**config.mk**
```make
export PLATFORM = sky130hd
export DESIGN_NAME = twin_capcmp
export DESIGN_NICKNAME = d
export VERILOG_FILES = /design/src/rtl/tcc_pkg.sv /design/src/rtl/tcc_counter.sv /design/src/rtl/tcc_channel.sv /design/src/rtl/tcc_regbus.sv /design/src/rtl/twin_capcmp.sv
export SDC_FILE = /design/constraint.sdc
export NUM_CORES = 1
export LEC_CHECK = 0
export ABC_AREA = 1
export BUFFER_PORTS_ARGS = -buffer_cell sky130_fd_sc_hd__buf_2
export CAP_MARGIN = 25
export CORE_ASPECT_RATIO = 0.6
export CORE_UTILIZATION = 65
export CTS_BUF_LIST = sky130_fd_sc_hd__clkbuf_2
export CTS_CLUSTER_DIAMETER = 80
export DETAILED_ROUTE_END_ITERATION = 16
export GPL_TIMING_DRIVEN = 0
export PLACE_DENSITY_LB_ADDON = 0.08
export SYNTH_ARGS = -nofsm -noshare
export SYNTH_HDL_FRONTEND = slang
export SYNTH_SLANG_ARGS = --single-unit
```
**constraint.sdc**
```tcl
create_clock -name clk -period 4.3 [get_ports clk]
set_input_delay 0.86 -clock clk [delete_from_list [all_inputs] [get_ports clk]]
set_output_delay 0.86 -clock clk [all_outputs]
set_load 0.02 [all_outputs]
```
**src/rtl/tcc_pkg.sv**
```systemverilog
// Shared types and register offsets for the dual-channel capture/compare unit.
// Assumes two channels, three bus offsets per channel, counter at the top.
package tcc_pkg;

    localparam int ADDR_W      = 3;
    localparam int NCH         = 2;
    localparam int REGS_PER_CH = 3;
    localparam logic [ADDR_W-1:0] OFF_CNT_HI = 3'd6;
    localparam logic [ADDR_W-1:0] OFF_CNT_LO = 3'd7;

    // Channel configuration, bit 6 down to bit 0 of the control byte.
    typedef struct packed {
        logic       ie;     // interrupt enable
        logic       bufm;   // buffered compare / PWM (channel 0 only)
        logic       cmpm;   // compare mode
        logic [1:0] esel;   // edge / pin action select
        logic       tow;    // toggle on counter wrap
        logic       fulld;  // full duty in buffered mode
    } tcc_cfg_t;

    // Capture edge qualification from the edge-select code.
    function automatic logic edge_match(input logic [1:0] esel,
                                        input logic rise,
                                        input logic fall);
        case (esel)
            2'b01:   return rise;
            2'b10:   return fall;
            2'b11:   return rise | fall;
            default: return 1'b0;
        endcase
    endfunction

endpackage

```
**src/rtl/tcc_counter.sv**
```systemverilog
// Free-running up-counter shared by both channels.
// Assumes CNT_W is at least 2; wrap is high in the cycle before the roll-over.
module tcc_counter #(
    parameter int CNT_W = 16
) (
    input  logic             clk,
    input  logic             rst_n,
    output logic [CNT_W-1:0] cnt,
    output logic             wrap
);

    // Advance the count every clock.
    always_ff @(posedge clk) begin
        if (!rst_n) cnt <= '0;
        else        cnt <= cnt + 1'b1;
    end

    // Flag the last count before roll-over.
    assign wrap = &cnt;

endmodule

```
**src/rtl/tcc_channel.sv**
```systemverilog
// One timer channel: configuration, value register, event flag with guarded
// clear, input capture, output compare and (when HAS_BUF) buffered PWM.
// Assumes CNT_W <= 16 and that the bus strobes are single-cycle pulses.
module tcc_channel
    import tcc_pkg::*;
#(
    parameter int CNT_W   = 16,
    parameter bit HAS_BUF = 1'b0
) (
    input  logic             clk,
    input  logic             rst_n,
    input  logic [CNT_W-1:0] cnt,
    input  logic             wrap,
    input  logic             enable,
    input  logic             pin_in,
    input  logic             ctrl_wr,
    input  logic             ctrl_rd,
    input  logic             hi_wr,
    input  logic             lo_wr,
    input  logic [7:0]       wdata,
    output logic [7:0]       ctrl_q,
    output logic [CNT_W-1:0] val_q,
    output logic             irq,
    output logic             pin_out,
    output logic             pin_oe,
    output logic             buf_mode
);

    tcc_cfg_t         cfg;
    tcc_cfg_t         cfg_nxt;
    logic             flag;
    logic             armed;
    logic             sync1;
    logic             sync2;
    logic             prev;
    logic             rise;
    logic             fall;
    logic [CNT_W-1:0] val;
    logic [CNT_W-1:0] act;
    logic [CNT_W-1:0] cmp_ref;
    logic [15:0]      val_w;
    logic             buffered;
    logic             cmp_mode;
    logic             cap_evt;
    logic             cmp_evt;
    logic             evt;
    logic             drive;

    // Two-stage pin synchroniser plus edge history.
    always_ff @(posedge clk) begin
        if (!rst_n) begin
            sync1 <= 1'b0;
            sync2 <= 1'b0;
            prev  <= 1'b0;
        end else begin
            sync1 <= pin_in;
            sync2 <= sync1;
            prev  <= sync2;
        end
    end

    assign rise = sync2 & ~prev;
    assign fall = ~sync2 & prev;

    // Mode decode and event detection.
    assign buffered = HAS_BUF && cfg.bufm;
    assign cmp_mode = buffered || cfg.cmpm;
    assign cmp_ref  = buffered ? act : val;
    assign cap_evt  = enable && !cmp_mode && edge_match(cfg.esel, rise, fall);
    assign cmp_evt  = enable && cmp_mode && (cnt == cmp_ref);
    assign evt      = cap_evt || cmp_evt;
    assign drive    = cfg.esel != 2'b00;

    // Next configuration from a control write; bit 5 only on the buffered channel.
    always_comb begin
        cfg_nxt = tcc_cfg_t'(wdata[6:0]);
        if (!HAS_BUF) cfg_nxt.bufm = 1'b0;
    end

    // Configuration register.
    always_ff @(posedge clk) begin
        if (!rst_n)       cfg <= '0;
        else if (ctrl_wr) cfg <= cfg_nxt;
    end

    // Event flag: events set it, an armed write of 0 clears it, events win.
    always_ff @(posedge clk) begin
        if (!rst_n)                                flag <= 1'b0;
        else if (evt)                              flag <= 1'b1;
        else if (ctrl_wr && armed && !wdata[7])    flag <= 1'b0;
    end

    // Clear arming: a read that saw the flag set, dropped by any write or event.
    always_ff @(posedge clk) begin
        if (!rst_n)                 armed <= 1'b0;
        else if (evt || ctrl_wr)    armed <= 1'b0;
        else if (ctrl_rd && flag)   armed <= 1'b1;
    end

    assign val_w = 16'(val);

    // Value register: capture has priority over bus byte writes.
    always_ff @(posedge clk) begin
        if (!rst_n)       val <= '0;
        else if (cap_evt) val <= cnt;
        else if (hi_wr)   val <= CNT_W'({wdata, val_w[7:0]});
        else if (lo_wr)   val <= CNT_W'({val_w[15:8], wdata});
    end

    // Active compare value, reloaded from the buffer at each counter wrap.
    always_ff @(posedge clk) begin
        if (!rst_n)                act <= '0;
        else if (buffered && wrap) act <= val;
    end

    // Pin output state for compare and PWM actions.
    always_ff @(posedge clk) begin
        if (!rst_n) begin
            pin_out <= 1'b0;
        end else if (buffered) begin
            if (drive) begin
                if (cfg.fulld)    pin_out <= 1'b1;
                else if (cmp_evt) pin_out <= 1'b0;
                else if (wrap)    pin_out <= 1'b1;
            end
        end else if (cmp_mode && drive) begin
            if (cmp_evt) begin
                case (cfg.esel)
                    2'b01:   pin_out <= ~pin_out;
                    2'b10:   pin_out <= 1'b0;
                    default: pin_out <= 1'b1;
                endcase
            end else if (wrap && cfg.tow) begin
                pin_out <= ~pin_out;
            end
        end
    end

    assign pin_oe   = enable && cmp_mode && drive;
    assign irq      = enable && flag && cfg.ie;
    assign ctrl_q   = {flag, cfg};
    assign val_q    = val;
    assign buf_mode = buffered;

endmodule

```
**src/rtl/tcc_regbus.sv**
```systemverilog
// Register bus decode: per-channel write/read strobes and combinational read mux.
// Assumes NCH * REGS_PER_CH + 2 offsets fit in ADDR_W bits.
module tcc_regbus
    import tcc_pkg::*;
#(
    parameter int CNT_W = 16
) (
    input  logic                      bus_sel,
    input  logic                      bus_wr,
    input  logic [ADDR_W-1:0]         bus_addr,
    input  logic [NCH-1:0]            ch_en,
    input  logic [NCH-1:0][7:0]       ctrl,
    input  logic [NCH-1:0][CNT_W-1:0] val,
    input  logic [CNT_W-1:0]          cnt,
    output logic [NCH-1:0]            ctrl_wr,
    output logic [NCH-1:0]            ctrl_rd,
    output logic [NCH-1:0]            hi_wr,
    output logic [NCH-1:0]            lo_wr,
    output logic [7:0]                rdata
);

    logic        wr_hit;
    logic        rd_hit;
    logic [15:0] cnt_w;

    assign wr_hit = bus_sel && bus_wr;
    assign rd_hit = bus_sel && !bus_wr;
    assign cnt_w  = 16'(cnt);

    for (genvar i = 0; i < NCH; i++) begin : g_dec
        localparam logic [ADDR_W-1:0] BASE = ADDR_W'(i * REGS_PER_CH);
        // Strobes for this channel's three offsets; control gated by enable.
        assign ctrl_wr[i] = wr_hit && (bus_addr == BASE) && ch_en[i];
        assign ctrl_rd[i] = rd_hit && (bus_addr == BASE) && ch_en[i];
        assign hi_wr[i]   = wr_hit && (bus_addr == BASE + 1'b1);
        assign lo_wr[i]   = wr_hit && (bus_addr == BASE + 2'd2);
    end

    // Read data mux, combinational on the address.
    always_comb begin
        logic [15:0] vw;
        rdata = 8'h00;
        for (int i = 0; i < NCH; i++) begin
            vw = 16'(val[i]);
            if (bus_addr == ADDR_W'(i * REGS_PER_CH))
                rdata = ch_en[i] ? ctrl[i] : 8'h00;
            else if (bus_addr == ADDR_W'(i * REGS_PER_CH + 1))
                rdata = vw[15:8];
            else if (bus_addr == ADDR_W'(i * REGS_PER_CH + 2))
                rdata = vw[7:0];
        end
        if (bus_addr == OFF_CNT_HI) rdata = cnt_w[15:8];
        if (bus_addr == OFF_CNT_LO) rdata = cnt_w[7:0];
    end

endmodule

```
**src/rtl/twin_capcmp.sv**
```systemverilog
// Top: shared counter, two channels (channel 0 with buffered PWM) and the
// register bus. Buffered mode on any channel disables channel 1.
// Assumes a synchronous active-low reset and CNT_W between 2 and 16.
module twin_capcmp
    import tcc_pkg::*;
#(
    parameter int CNT_W = 16
) (
    input  logic              clk,
    input  logic              rst_n,
    input  logic              bus_sel,
    input  logic              bus_wr,
    input  logic [ADDR_W-1:0] bus_addr,
    input  logic [7:0]        bus_wdata,
    output logic [7:0]        bus_rdata,
    input  logic [NCH-1:0]    ch_pin_in,
    output logic [NCH-1:0]    ch_pin_out,
    output logic [NCH-1:0]    ch_pin_oe,
    output logic [NCH-1:0]    ch_irq
);

    logic [CNT_W-1:0]          cnt;
    logic                      wrap;
    logic [NCH-1:0]            ch_en;
    logic [NCH-1:0]            ch_buf;
    logic                      buf_any;
    logic [NCH-1:0][7:0]       ch_ctrl;
    logic [NCH-1:0][CNT_W-1:0] ch_val;
    logic [NCH-1:0]            s_ctrl_wr;
    logic [NCH-1:0]            s_ctrl_rd;
    logic [NCH-1:0]            s_hi_wr;
    logic [NCH-1:0]            s_lo_wr;

    tcc_counter #(.CNT_W(CNT_W)) u_cnt (
        .clk  (clk),
        .rst_n(rst_n),
        .cnt  (cnt),
        .wrap (wrap)
    );

    assign buf_any = |ch_buf;

    for (genvar i = 0; i < NCH; i++) begin : g_ch
        // Channel 0 always runs; the others stop while buffered mode is on.
        assign ch_en[i] = (i == 0) ? 1'b1 : !buf_any;

        tcc_channel #(.CNT_W(CNT_W), .HAS_BUF(i == 0)) u_ch (
            .clk     (clk),
            .rst_n   (rst_n),
            .cnt     (cnt),
            .wrap    (wrap),
            .enable  (ch_en[i]),
            .pin_in  (ch_pin_in[i]),
            .ctrl_wr (s_ctrl_wr[i]),
            .ctrl_rd (s_ctrl_rd[i]),
            .hi_wr   (s_hi_wr[i]),
            .lo_wr   (s_lo_wr[i]),
            .wdata   (bus_wdata),
            .ctrl_q  (ch_ctrl[i]),
            .val_q   (ch_val[i]),
            .irq     (ch_irq[i]),
            .pin_out (ch_pin_out[i]),
            .pin_oe  (ch_pin_oe[i]),
            .buf_mode(ch_buf[i])
        );
    end

    tcc_regbus #(.CNT_W(CNT_W)) u_bus (
        .bus_sel (bus_sel),
        .bus_wr  (bus_wr),
        .bus_addr(bus_addr),
        .ch_en   (ch_en),
        .ctrl    (ch_ctrl),
        .val     (ch_val),
        .cnt     (cnt),
        .ctrl_wr (s_ctrl_wr),
        .ctrl_rd (s_ctrl_rd),
        .hi_wr   (s_hi_wr),
        .lo_wr   (s_lo_wr),
        .rdata   (bus_rdata)
    );

endmodule

```
# Yosys cells after proc, flatten, opt, wreduce, memory -nomap -nowiden

Cells that the tools add are included.

Register bits: 89
Output and inout port bits: 14
Logic and storage cells: 158

$add $sub $neg: 1
Equal/unequal tests: 19
Reductions and logical operators: 62
Muxes and demuxes: 34
Bitwise operators: 13

Operators with widths:

| cell                                                                     | count |
|---|---|
| 8-bit two-way mux                                                        | 11 |
| 16-bit two-way mux                                                       | 5 |
| 1-bit logical AND                                                        | 33 |
| 16-bit == test                                                           | 2 |
| 2-bit nonzero test                                                       | 10 |
| 16-bit by 1-bit adder with 16-bit output (second input constant)         | 1 |
| 16-bit AND reduction                                                     | 1 |
| 1-bit two-way mux                                                        | 14 |
| 3-bit == test (second input constant)                                    | 4 |
| 2-bit == test (second input constant)                                    | 4 |
| 1-bit inverter                                                           | 7 |
| 3-bit by 2-bit == test with 1-bit output (second input constant)         | 2 |
| 2-bit inequality test (second input constant)                            | 3 |
| 1-bit one-hot mux with 3 select lines                                    | 2 |
| 2-bit AND reduction                                                      | 3 |
| 1-bit logical NOT                                                        | 5 |
| 1-bit logical OR                                                         | 5 |
| 1-bit AND                                                                | 4 |
| 2-bit by 1-bit == test with 1-bit output (second input constant)         | 2 |
| 4-bit by 3-bit inequality test with 1-bit output (second input constant) | 1 |
| 1-bit one-hot mux with 2 select lines                                    | 2 |
| 4-bit AND reduction                                                      | 1 |
| 2-bit OR reduction                                                       | 2 |
| 3-bit by 1-bit == test with 1-bit output (second input constant)         | 1 |
| other kinds (3)                                                          | 4 |

# Logic depth before layout (Yosys ltp)

Gate-level depths: netlist (run 1).

Depth in word-level cells: 9
Mapped depth: 15
Mapped depth without buffers: 14

# Modules after synthesis

A second synthesis (run 1) with hierarchy kept.

Cell total of the unflattened synthesis: 894
Area, all modules: 5579.1 µm²

Modules (own cells, without submodules):

| module                     | seq. area each (µm²) | cells an instance | area an instance (µm²) | times used |
|---|---|---|---|---|
| tcc_channel (g_ch[0].u_ch) | 900.9                | 371               | 2391.0                 | 1 |
| tcc_channel (g_ch[1].u_ch) | 560.5                | 262               | 1707.9                 | 1 |
| tcc_counter                | 320.3                | 116               | 785.8                  | 1 |
| tcc_regbus                 | 0.0                  | 143               | 686.9                  | 1 |
| twin_capcmp                | 0.0                  | 2                 | 7.5                    | 1 |

# Worst setup path before layout (run 1)

OpenSTA, ideal clock, no wires.

Kind: input port to output port
Start point: in bus_addr[0]
End point: out bus_rdata[4]
Buffers on the path: 0
Stages on the path: 4
Required time: 3.440 ns
Slack: 1.547 ns
Data arrival time: 1.893 ns
Cell sequence: inv_1 -> nor3_1 -> clkinv_1 -> o21ai_0

Word-level cells in the longest chain between the ends: 9

Ends and longest elaborated chain:

| what                                     | RTL line          | text |
|---|---|---|
| from (decl)                              | twin_capcmp.sv:13 | `input logic [ADDR_W-1:0] bus_addr,` |
| 3-bit by 2-bit == test with 1-bit output | tcc_regbus.sv:49  | `else if (bus_addr == ADDR_W'(i * REGS_PER_CH + 2))` |
| 8-bit two-way mux                        | tcc_regbus.sv:49  |  |
| 8-bit two-way mux                        | tcc_regbus.sv:47  | `else if (bus_addr == ADDR_W'(i * REGS_PER_CH + 1))` |
| 8-bit two-way mux                        | tcc_regbus.sv:45  | `if (bus_addr == ADDR_W'(i * REGS_PER_CH))` |
| 8-bit two-way mux                        | tcc_regbus.sv:49  |  |
| 8-bit two-way mux                        | tcc_regbus.sv:47  |  |
| 8-bit two-way mux                        | tcc_regbus.sv:45  |  |
| 8-bit two-way mux                        | tcc_regbus.sv:52  | `if (bus_addr == OFF_CNT_HI) rdata = cnt_w[15:8];` |
| 8-bit two-way mux *                      | tcc_regbus.sv:53  | `if (bus_addr == OFF_CNT_LO) rdata = cnt_w[7:0];` |
| to (decl)                                | twin_capcmp.sv:15 | `output logic [7:0] bus_rdata,` |

Every way passes the cells marked *; elsewhere a longest branch is shown, timed or not.

# Worst setup path in the final report (run 1)

Start point: in bus_addr[2]
End point: out bus_rdata[1]

Same word-level chain as after synthesis.

==> results of run 1 <==
-- cell families after synthesis --
logic type	after synthesis	synth area share
AND/OR/NAND/NOR	320	0.275
AO/OA/AOI/OAI	183	0.217
buffers and inverters	148	0.123
flip-flops	89	0.360
XOR/XNOR	7	0.0124
adder cells (fa/ha/maj)	5	0.0127
-- routing by layer --
metal	routed length, um	share of wire	vias up
li1	-	-	2547
met2	7170	0.40	486
met4	803	0.045	0
met5	0	0	-
met1	6860	0.38	2592
met3	3170	0.18	103
-- worst reg2reg max path, cell delays in order, from the launching register on --
cell     delay (ps)
dfxtp_1         490
ha_1            220
nand2_1         100
nor3_2          340
nand2_1         190
nor2_2          220
nand2_2         210
nor2_4          190
buf_4           220
o21ai_0         110
a21oi_1         150
-- cell type report --
type                       instances  area share
buffer                            33      0.0329
timing repair buffer              29      0.0273
multi-input combinational        515       0.480
sequential                        89       0.335
clock inverter                     3     0.00799
inverter                         115      0.0811
tap                              104      0.0244
clock buffer                      12      0.0113
-- placed cells by master, fill, tap and decap left out, types with 3 or more instances in the layout --
master	Yosys	routed
xnor2_1	5	5
nor2_1	49	49
nand4_1	6	6
o2111ai_1	4	4
clkbuf_1	10	10
o21ai_0	66	66
dfxtp_1	89	89
a31oi_1	9	9
nand2_1	189	189
inv_2	5	5
o22ai_1	10	10
o211ai_1	8	8
ha_1	5	5
a221oi_1	4	4
a21oi_1	57	57
nor3_1	7	7
o221ai_1	18	18
inv_1	108	108
clkbuf_2	0	12
buf_2	11	40
nor2_2	6	6
or2_2	3	3
nor3_2	4	4
buf_4	10	10
nand3_1	51	51
-- power by group through the flow --
stage | combinational (mW) | sequential (mW) | clock [mW]
after global routing | 0.162 | 0.853 | 0.445
after CTS | 0.144 | 0.850 | 0.412
final | 0.154 | 0.851 | 0.414
after global placement | 0.140 | 0.866 | 0
after detailed placement | 0.143 | 0.866 | 0
after floorplan | 0.0859 | 0.863 | 0
-- worst min path at each step --
stage / slack, ps / cells past startpoint / end / from
floorplan: 390 / 2 / g_ch[0].u_ch.sync2 / g_ch[0].u_ch.sync1
global placement: 400 / 2 / g_ch[0].u_ch.sync2 / g_ch[0].u_ch.sync1
detailed placement: 420 / 2 / g_ch[0].u_ch.sync2 / g_ch[0].u_ch.sync1
CTS: 450 / 2 / g_ch[0].u_ch.sync2 / g_ch[0].u_ch.sync1
global route: 450 / 3 / g_ch[1].u_ch.sync1 / ch_pin_in[1]
finish: 450 / 2 / g_ch[1].u_ch.sync2 / g_ch[1].u_ch.sync1
-- through the flow --
| step | util | area, um^2 | setup WS (ps) | power (mW) |
|---|---|---|---|---|
| 2_1_floorplan | - | 4940 | 1550 | 0.949 |
| 6_report | 0.729 | 5320 | 959 | 1.42 |
| 5_1_grt | 0.729 | 5320 | 852 | 1.46 |
| 4_1_cts | 0.729 | 5320 | 1060 | 1.41 |
| 3_3_place_gp | 0.715 | 5220 | 1040 | 1.01 |
| 3_5_place_dp | 0.715 | 5220 | 1060 | 1.01 |
-- flip-flops by register name, indices dropped and copies added, names as in the netlist --
register / count
g_ch.u_ch.pin_out: 2
g_ch.u_ch.flag: 2
g_ch.u_ch.sync2: 2
g_ch.u_ch.armed: 2
g_ch.u_ch.val_q: 32
g_ch.u_ch.act: 16
g_ch.u_ch.cmp_mode: 1
g_ch.u_ch.ctrl_q: 11
g_ch.u_ch.prev: 2
g_ch.u_ch.buf_mode: 1
g_ch.u_ch.sync1: 2
u_cnt.cnt: 16
==> metrics.md, run 1 <==
| Metric | Value |
|---|---|
| Post-synthesis register bit count | 89 |
| Layout Nets | 814 |
| Sw frac | 0.284 |
| First-pass GRT wire length | between 20 and 30 mm |
| Flop pwr share | 0.600 |
| Slowest library cell on the worst path | nand3_1 |
| Switching pwr | 0.403 mW |
| Internal Power | 1.02 mW |
| Main synth FF type | dfxtp_1 |
| Clock sink count | 89 |
| GRT met3 Usage | 0.203 |
| Setup crit start | bus_addr[2] |
| Crit-path cells | buf_2 > inv_2 > nand3_1 > o22ai_1 > a21oi_1 > o21ai_0 > nor2_1 > o221ai_1 > nor2_1 > inv_1 > buf_2 |
| Top post-synthesis cells by count | nand2_1, inv_1, dfxtp_1 |
| Core area | 7300 um^2 |
| DRC viols | 0 |
| Yosys warning count | 0 |
| Tcrit/Tclk final | 0.777 |
| Crit path capture | bus_rdata[1] |
| Most numerous cell in the Yosys netlist | nand2_1 |
| Iteration-0 DRC Markers | 1042 |
| Post-Synthesis Net Count | 774 |
| Max_cap viols | 0 |
| CP Depth | 11 |
| Cell taking the most area after synthesis | dfxtp_1 |
| Post-Syn Area per Cell | 6.58 um^2 |
| Post-DR vias/cell | roughly 6.4 |
| Die height | approximately 70 um |
| Slew @ Worst Pin | 641 ps |
| Antenna Cells | 0 |
| CP Class | input pin to primary output |
| Met1 GRT Util | 0.633 |
| LEAKAGE | 2.32 nW |
| WP data arrival | 2480 ps |
| Worst-Skew Late Latency | 560 ps |
| Initial DRT Pass Iterations | 7 |
| WL final | 18.0 mm |
| Clk pwr share | 0.292 |
| Crit start category | input pin |
| H-tree levels | 3 |
| Comb pwr share | 0.108 |
| Postcts setup bufs | 0 |
| Number of port buffers | 29 |
| Crit end category | primary output |
| Cts bufs inserted | 9 |
| # fillers | approximately 660 |
| CTS tree | done |
| Synth area leaders | dfxtp_1, nand2_1, inv_1 |
| Clock slew at reported path FFs | 240 ps |
| Gr usage total | 0.470 |
| Cell area after synthesis | 4940 um^2 |
| Cells after DPL | 885 |
| Final hold viol count | 0 |
| Peak Freq | about 300 MHz |
| GPL Wtd Cong | 1.07 |
| Critical path's top delay family | compound AO/OA/AOI/OAI gates |
| Multi-input gate area | between 2000 and 3000 um^2 |
| P&R area growth vs syn | 7.64% |
| Slew Viols, Final | 0 |
| Worst stage delay on the critical path | 340 ps |
| RSZ-0062 raised after global routing | no |
| Largest net degree at the start of global routing | 14 |
| Status | complete, no violations |
| Layout Cells excl Fill | 900 |
| Initial core utilization | 0.678 |
| Hold buffer count at cts | 0 |
| Layout cells sized above 1 | 0.111 |
| Clk root buf | clkbuf_2 |
| Post-synth ARST share | 0 |
| Post-synth top area share | 0.360 |
| Clock Skews | 33.1 ps |
| Slew margin rel. | 0.573 |
| Worst path buffer plus inverter count | 4 |
| Worst Hold Class | register to register |
| Clock period minus worst slack | 3340 ps |
| Setup violators final | 0 |
| Post-cts resize count | 0 |
| Maximum VDD drop | 0.186 mV |
| Sequential share of the synthesized area | 0.360 |
| Final ANT Viol Nets | 0 |
| Total Die Area | roughly 8000 um^2 |
| Clock buffer depth | 2 |
| Vias in the first global route | approximately 5200 |
| TNS Setup | 0 ps |
| Post-synth EDFFs | 0 |
| Worst Hold Slack | between 400 and 500 ps |
| Crit path max fanout | 8 |
| Worst Reg2Reg Path Length in Cells | 10 |
| R2r setup slk | 1790 ps |
| Per-cell routed wire length | 20.0 um |
| Most Used Layer, Global Route | met2 |
| # rows | 24 |
| Antenna violations before repair | 0 |
| PwrDens | 267 nW/um^2 |
| CP Data Required Time | 3440 ps |
| Cells after Synth | 752 |
| Worst r2r src | u_cnt.cnt[0] |
| Post-DP HPWL | 13.4 mm |
| Die width | between 100 and 150 um |
| Detailed-route via count | 5728 |
| Ports | 31 |
| Area occupied by registers | 1780 um^2 |
| Total gr overflow | 0 |
| Met2 Use GR | 0.655 |
| Unique masters post-synth | 36 |
| Reg2Reg Capture Point | g_ch[0].u_ch.act[13] |
Note: power is estimated with default switching activity, not from simulation.
==> run 2: changes to the inputs <==
--- a/config.mk
+++ b/config.mk
@@ -9,7 +9,7 @@
 export BUFFER_PORTS_ARGS = -buffer_cell sky130_fd_sc_hd__buf_2
 export CAP_MARGIN = 25
 export CORE_ASPECT_RATIO = 0.6
-export CORE_UTILIZATION = 65
+export CORE_UTILIZATION = 63
 export CTS_BUF_LIST = sky130_fd_sc_hd__clkbuf_2
 export CTS_CLUSTER_DIAMETER = 80
 export DETAILED_ROUTE_END_ITERATION = 16
==> constraint.sdc (replaced) <==
create_clock -name clk -period 3.2 [get_ports clk]
set_input_delay 0.64 -clock clk [delete_from_list [all_inputs] [get_ports clk]]
set_output_delay 0.64 -clock clk [all_outputs]
set_load 0.02 [all_outputs]
==> run 2 against run 1 <==
Combinational power increased by 34%. First-iteration DRC count decreased by 18%. Critical path depth unchanged. Via count decreased by 1.6%. Clock skew decreased by 10 ps. Critical endpoint unchanged. Highest routed layer unchanged.
==> metrics.md, run 2 (same netlist as run 1, synthesis figures left out) <==
| Metric | Value |
|---|---|
| Commonest non-fill, non-tap cell in the layout | nand2_1 |
| # rows | 24 (unchanged) |
| Hold Crit Depth | 3 (+1) |
| Worst r2r src | g_ch[0].u_ch.buf_mode |
| Total Die Area | 8220 um^2 (+3.1%) |
| P&R area growth vs syn | 6.83% |
| Hold buffer count at cts | 0 (unchanged) |
| Clock Skews | 22.6 ps (-10.5 ps) |
| CP Data Required Time | 2560 ps (-880 ps) |
| Peak Freq | 339 MHz |
| Per-cell routed wire length | 19.5 um (-2.8%) |
| GPL Wtd Cong | 1.06 (-1.2%) |
| Clock period minus worst slack | slightly below 3000 ps |
| Most frequent cells in the layout | nand2_1, inv_1, dfxtp_1 |
| First-pass GRT wire length | 26.7 mm (-3.4%) |
| Layout cells sized above 1 | 0.107 (-0.00336) |
| Ports | 31 (unchanged) |
| Worst Slack Setup Final | 253 ps (-706 ps) |
| Slew @ Worst Pin | 680 ps (+39.7 ps) |
| Postcts setup bufs | 0 (unchanged) |
| DRC viols | 0 (unchanged) |
| LEAKAGE | 2.30 nW (-0.80%) |
| Status | complete, no violations |
| Total gr overflow | 0 (unchanged) |
| Largest net degree at the start of global routing | 13 (-1) |
| Setup slack at placement | 379 ps (-682 ps) |
| Clk root buf | clkbuf_2 |
| Die width | 116 um (+1.5%) |
| Antenna violations before repair | 0 (unchanged) |
| Cts bufs inserted | 9 (unchanged) |
| Post-cts resize count | 0 (unchanged) |
| Gr usage total | 0.446 (-0.0235) |
| Worst-Skew Late Latency | 580 ps (+20 ps) |
| Layout Nets | 814 (unchanged) |
| Post-DR vias/cell | 6.28 (-1.4%) |
| Reg2Reg Capture Point | g_ch[0].u_ch.pin_out |
| Post-DP HPWL | 13.3 mm (-0.90%) |
| Crit start category | input pin |
| Core area | 7420 um^2 (+1.6%) |
| CTS tree | done |
| Max reg flops | 32 (unchanged) |
| Final ANT Viol Nets | 0 (unchanged) |
| Slew margin rel. | 0.546 (-0.0265) |
| Iteration-0 DRC Markers | 853 (-18%) |
| Number of port buffers | 29 (unchanged) |
| Hold path startpoint | ch_pin_in[0] |
| PwrDens | 341 nW/um^2 (+28%) |
| H-tree levels | 3 (unchanged) |
| Clock sink count | 89 (unchanged) |
| Vias in the first global route | 5106 (-1.9%) |
| Worst Hold Class | input pin to register |
| WL final | 17.5 mm (-3.0%) |
| Worst Reg2Reg Path Length in Cells | 10 (unchanged) |
| Crit path max fanout | 9 (+1) |
| WP data arrival | 2310 ps (-170 ps) |
| Clock slew at reported path FFs | 190 ps (-50 ps) |
| RSZ-0062 raised after global routing | no |
| Crit end category | primary output |
| Maximum VDD drop | 0.227 mV (+22%) |
| Die height | 70.6 um (+1.5%) |
| Initial DRT Pass Iterations | 8 (+1) |
| Max_cap viols | 0 (unchanged) |
| Final hold viol count | 0 (unchanged) |
| Setup violators final | 0 (unchanged) |
| Clock buffer depth | 2 (unchanged) |
| Tcrit/Tclk final | 0.921 |
| Slew Viols, Final | 0 (unchanged) |
| Initial core utilization | 0.667 (-0.0110) |
| TNS Setup | 0 ps (unchanged) |
| WHS Endpoint | g_ch[0].u_ch.sync1 |
| R2r setup slk | 760 ps (-1030 ps) |
| CP Class | input pin to primary output |
| Detailed-route via count | 5637 (-1.6%) |
[run 2: cell types whose count changed in the layout (fill, tap and decap cells not counted), sizes merged]
cell      change
clkbuf        -2
clkinvlp      -1
clkinv        +1
bufinv        -1
diode         +1
[run 2: worst max-delay path: stages]
cell and delay, ps:
buf_2 120, inv_1 120, nand3_1 330, o22ai_1 360
a21oi_1 60, o21ai_0 200, nor2_1 100, o221ai_1 110
nor2_1 70, inv_1 50, buf_2 150
[run 2: how the worst max path moves through the flow]
stage	startpoint	to	slack, ps	depth (start not counted)
2_1_floorplan	bus_addr[0]	bus_rdata[4]	890	4
3_3_place_gp	bus_addr[2]	bus_rdata[1]	380	11
3_5_place_dp	bus_addr[1]	bus_rdata[1]	380	11
4_1_cts	bus_addr[1]	bus_rdata[1]	380	11
5_1_grt	bus_addr[1]	bus_rdata[1]	240	11
6_report	bus_addr[0]	bus_rdata[1]	250	11
[run 2: layout make-up]
| class | count | area, um^2 |
|---|---|---|
| multi-input cells | 515 | 2560 |
| fillers | 658 | 2130 |
| flip-flops and latches | 89 | 1780 |
| inverters | 115 | 432 |
| plain buffers | 33 | 175 |
| repair buffers | 29 | 145 |
| well taps | 104 | 130 |
| clock buffers | 10 | 50.0 |
| clock inverters | 2 | 10.0 |
| diodes | 1 | 2.50 |
[run 2: power breakdown]
group	total (mW)	switching [mW]	internal (mW)	leakage (nW)
clock	0.455	0.369	0.0865	0.0494
combinational	0.206	0.152	0.0538	1.54
sequential	1.14	0.0147	1.13	0.720
total	1.80	0.535	1.27	2.30
[run 2: stage by stage]
| step | instances | cell area [um^2] | hold WS, ps | utilization | total power [mW] |
|---|---|---|---|---|---|
| floorplan | 752 | 4940 | 390 | - | 1.27 |
| global placement | 885 | 5220 | 407 | 0.704 | 1.35 |
| detailed placement | 885 | 5220 | 407 | 0.704 | 1.36 |
| CTS | 897 | 5280 | 247 | 0.712 | 1.78 |
| global route | 897 | 5280 | 246 | 0.712 | 1.85 |
| finish | 898 | 5280 | 249 | 0.712 | 1.80 |
[run 2: layer usage]
metal / routed length (um) / share of wire / track usage
met1: 7010 / 0.40 / 0.606
met2: 7010 / 0.40 / 0.640
met3: 2800 / 0.16 / 0.161
met4: 650 / 0.037 / 0.182
met5: 0 / 0 / 0.0121
==> run 3: changes to the inputs <==
--- a/config.mk
+++ b/config.mk
@@ -15,6 +15,7 @@
 export DETAILED_ROUTE_END_ITERATION = 16
 export GPL_TIMING_DRIVEN = 0
 export PLACE_DENSITY_LB_ADDON = 0.08
+export REMOVE_ABC_BUFFERS = 1
 export SYNTH_ARGS = -nofsm -noshare
 export SYNTH_HDL_FRONTEND = slang
 export SYNTH_SLANG_ARGS = --single-unit
==> run 3 against run 2 <==
Register-to-register slack got worse by 210 ps. Count of clock-buffer cells in the layout is 1 lower. First-iteration DRC count grew 4.3%. Global-route usage fell by 3.5 points. Via count decreased by 6.1%. Combinational power fell by 9%. Highest routed layer unchanged.
==> metrics.md, run 3 (same netlist as run 1, synthesis figures left out) <==
| Metric | Value |
|---|---|
| First-pass GRT wire length | 24.6 mm (-7.6%) |
| Die height | 70.6 um (unchanged) |
| Layout Nets | 783 (-3.8%) |
| Clk root buf | clkbuf_2 |
| Clock slew at reported path FFs | 290 ps (+100 ps) |
| H-tree levels | 3 (unchanged) |
| R2r setup slk | 550 ps (-210 ps) |
| Routed met2 length | 6.15 mm (-12%) |
| Total gr overflow | 0 (unchanged) |
| Gr usage total | 0.411 (-0.0353) |
| Worst Hold Class | input pin to register |
| Most frequent cells in the layout | nand2_1, inv_1, dfxtp_1 |
| Ports | 31 (unchanged) |
| Crit path max fanout | 24 (+15) |
| Iteration-0 DRC Markers | 890 (+4.3%) |
| P&R area growth vs syn | 5.21% |
| GPL Wtd Cong | 0.988 (-6.5%) |
| Postcts setup bufs | 0 (unchanged) |
| Detailed-route via count | 5292 (-6.1%) |
| LEAKAGE | 2.22 nW (-3.5%) |
| Post-DP HPWL | 11.5 mm (-13%) |
| Commonest non-fill, non-tap cell in the layout | nand2_1 |
| RSZ-0062 raised after global routing | no |
| Crit start category | register |
| Layout Cells excl Fill | 870 (-3.1%) |
| Vias in the first global route | 4669 (-8.6%) |
| Slew @ Worst Pin | 1040 ps (+365 ps) |
| Final cell utilization of the core | 0.701 (-0.0108) |
| PwrDens | 381 nW/um^2 (+11%) |
| Max layer used | met4 |
| Max reg flops | 32 (unchanged) |
| DRC viols | 0 (unchanged) |
| Cts bufs inserted | 9 (unchanged) |
| Clock period minus worst slack | 3050 ps (+103 ps) |
| Core area | 7420 um^2 (unchanged) |
| Post-DR vias/cell | 6.08 (-3.1%) |
| CTS tree | done |
| Largest net degree at the start of global routing | 47 (+34) |
| Cells after DPL | 854 (-3.5%) |
| Clock buffer depth | 2 (unchanged) |
| Initial core utilization | 0.667 (unchanged) |
| Die width | 116 um (unchanged) |
| Antenna violations before repair | 0 (unchanged) |
| Maximum VDD drop | 0.361 mV (+59%) |
| Total Die Area | 8220 um^2 (unchanged) |
| Peak Freq | 328 MHz (-3.4%) |
| Clock Skews | 35.7 ps (+13.1 ps) |
| Clock sink count | 89 (unchanged) |
| Per-cell routed wire length | 18.2 um (-6.6%) |
| Slew margin rel. | 0.299 (-0.248) |
| Setup violators final | 0 (unchanged) |
| Tcrit/Tclk final | 0.953 (+0.0322) |
| Final ANT Viol Nets | 0 (unchanged) |
| Max_cap viols | 0 (unchanged) |
| WL final | 15.8 mm (-9.5%) |
| CP Class | register to primary output |
| WP data arrival | 2410 ps (+100 ps) |
| CP Data Required Time | 2560 ps (about the same) |
| # rows | 24 (unchanged) |
| DR WL met3 | 2.54 mm (-9.3%) |
| M1 wire length | 6.62 mm (-5.5%) |
| Antenna Cells | 0 (-1) |
| TNS Setup | 0 ps (unchanged) |
| Crit end category | primary output |
| Layout cells sized above 1 | 0.0927 (-0.0145) |
| Status | complete, no violations |
| Number of port buffers | 30 (+3.4%) |
| Initial DRT Pass Iterations | 6 (-2) |
| Final hold viol count | 0 (unchanged) |
| Slew Viols, Final | 0 (unchanged) |
| Worst-Skew Late Latency | 650 ps (+70 ps) |
run 3: cell types whose count changed in the layout (fill, tap and decap cells not counted), sizes merged:
cell / delta
clkinv: -2
clkinvlp: +1
clkbuf: -11
diode: -1
bufinv: +1
inv: +5
buf: -21
run 3: through the flow:
step,setup slack [ps],hold slack (ps),power (mW),area (um^2)
floorplan,887,390,1.26,4770
global placement,181,393,1.34,5050
detailed placement,190,407,1.34,5070
CTS,77.6,171,1.97,5200
global route,96.9,153,2.04,5200
finish,150,167,1.98,5200
run 3: critical path, cell delays in order (launching register included):
cell and delay [ps]:
dfxtp_4 520, inv_2 440, nand2_1 180, o21ai_0 190, o22ai_1 110, o21ai_0 100
buf_2 200
run 3: final timing paths:
kind	from	cells past startpoint	endpoint
worst max-delay path	g_ch[0].u_ch.buf_mode	6	bus_rdata[4]
worst min register to register	g_ch[1].u_ch.sync1	2	g_ch[1].u_ch.sync2
worst max register to register	u_cnt.cnt[5]	8	g_ch[0].u_ch.act[3]
worst min-delay path	ch_pin_in[0]	3	g_ch[0].u_ch.sync1
run 3: where the power goes:
part	switching, mW	internal, mW	total (mW)	leakage [nW]
Sequential	0.0179	1.13	1.15	0.720
Clock	0.448	0.198	0.646	0.0758
Combinational	0.135	0.0520	0.187	1.43
Total	0.601	1.38	1.98	2.22
run 3: area by class of cell:
class / instances / area, um^2
clock buffer: 9 / 45.0
clock inverter: 7 / 83.8
fill: 655 / 2210
inverter: 115 / 432
multi-input combinational: 515 / 2560
sequential: 89 / 1790
tap: 104 / 130
timing repair buffer: 31 / 170
run 3: metal layers:
| metal | GRT usage | vias up |
|---|---|---|
| met5 | 0 | - |
| met4 | 0.155 | 0 |
| met3 | 0.123 | 47 |
| met2 | 0.559 | 390 |
| met1 | 0.605 | 2363 |
| li1 | - | 2492 |
run 3: what timing repair did:
action / in CTS / in global routing
hold buffers: 0 / 0
setup endpoints to repair: 2 / 1
resized for setup: 1 / 1
endpoints found under the hold margin: 0 / 0
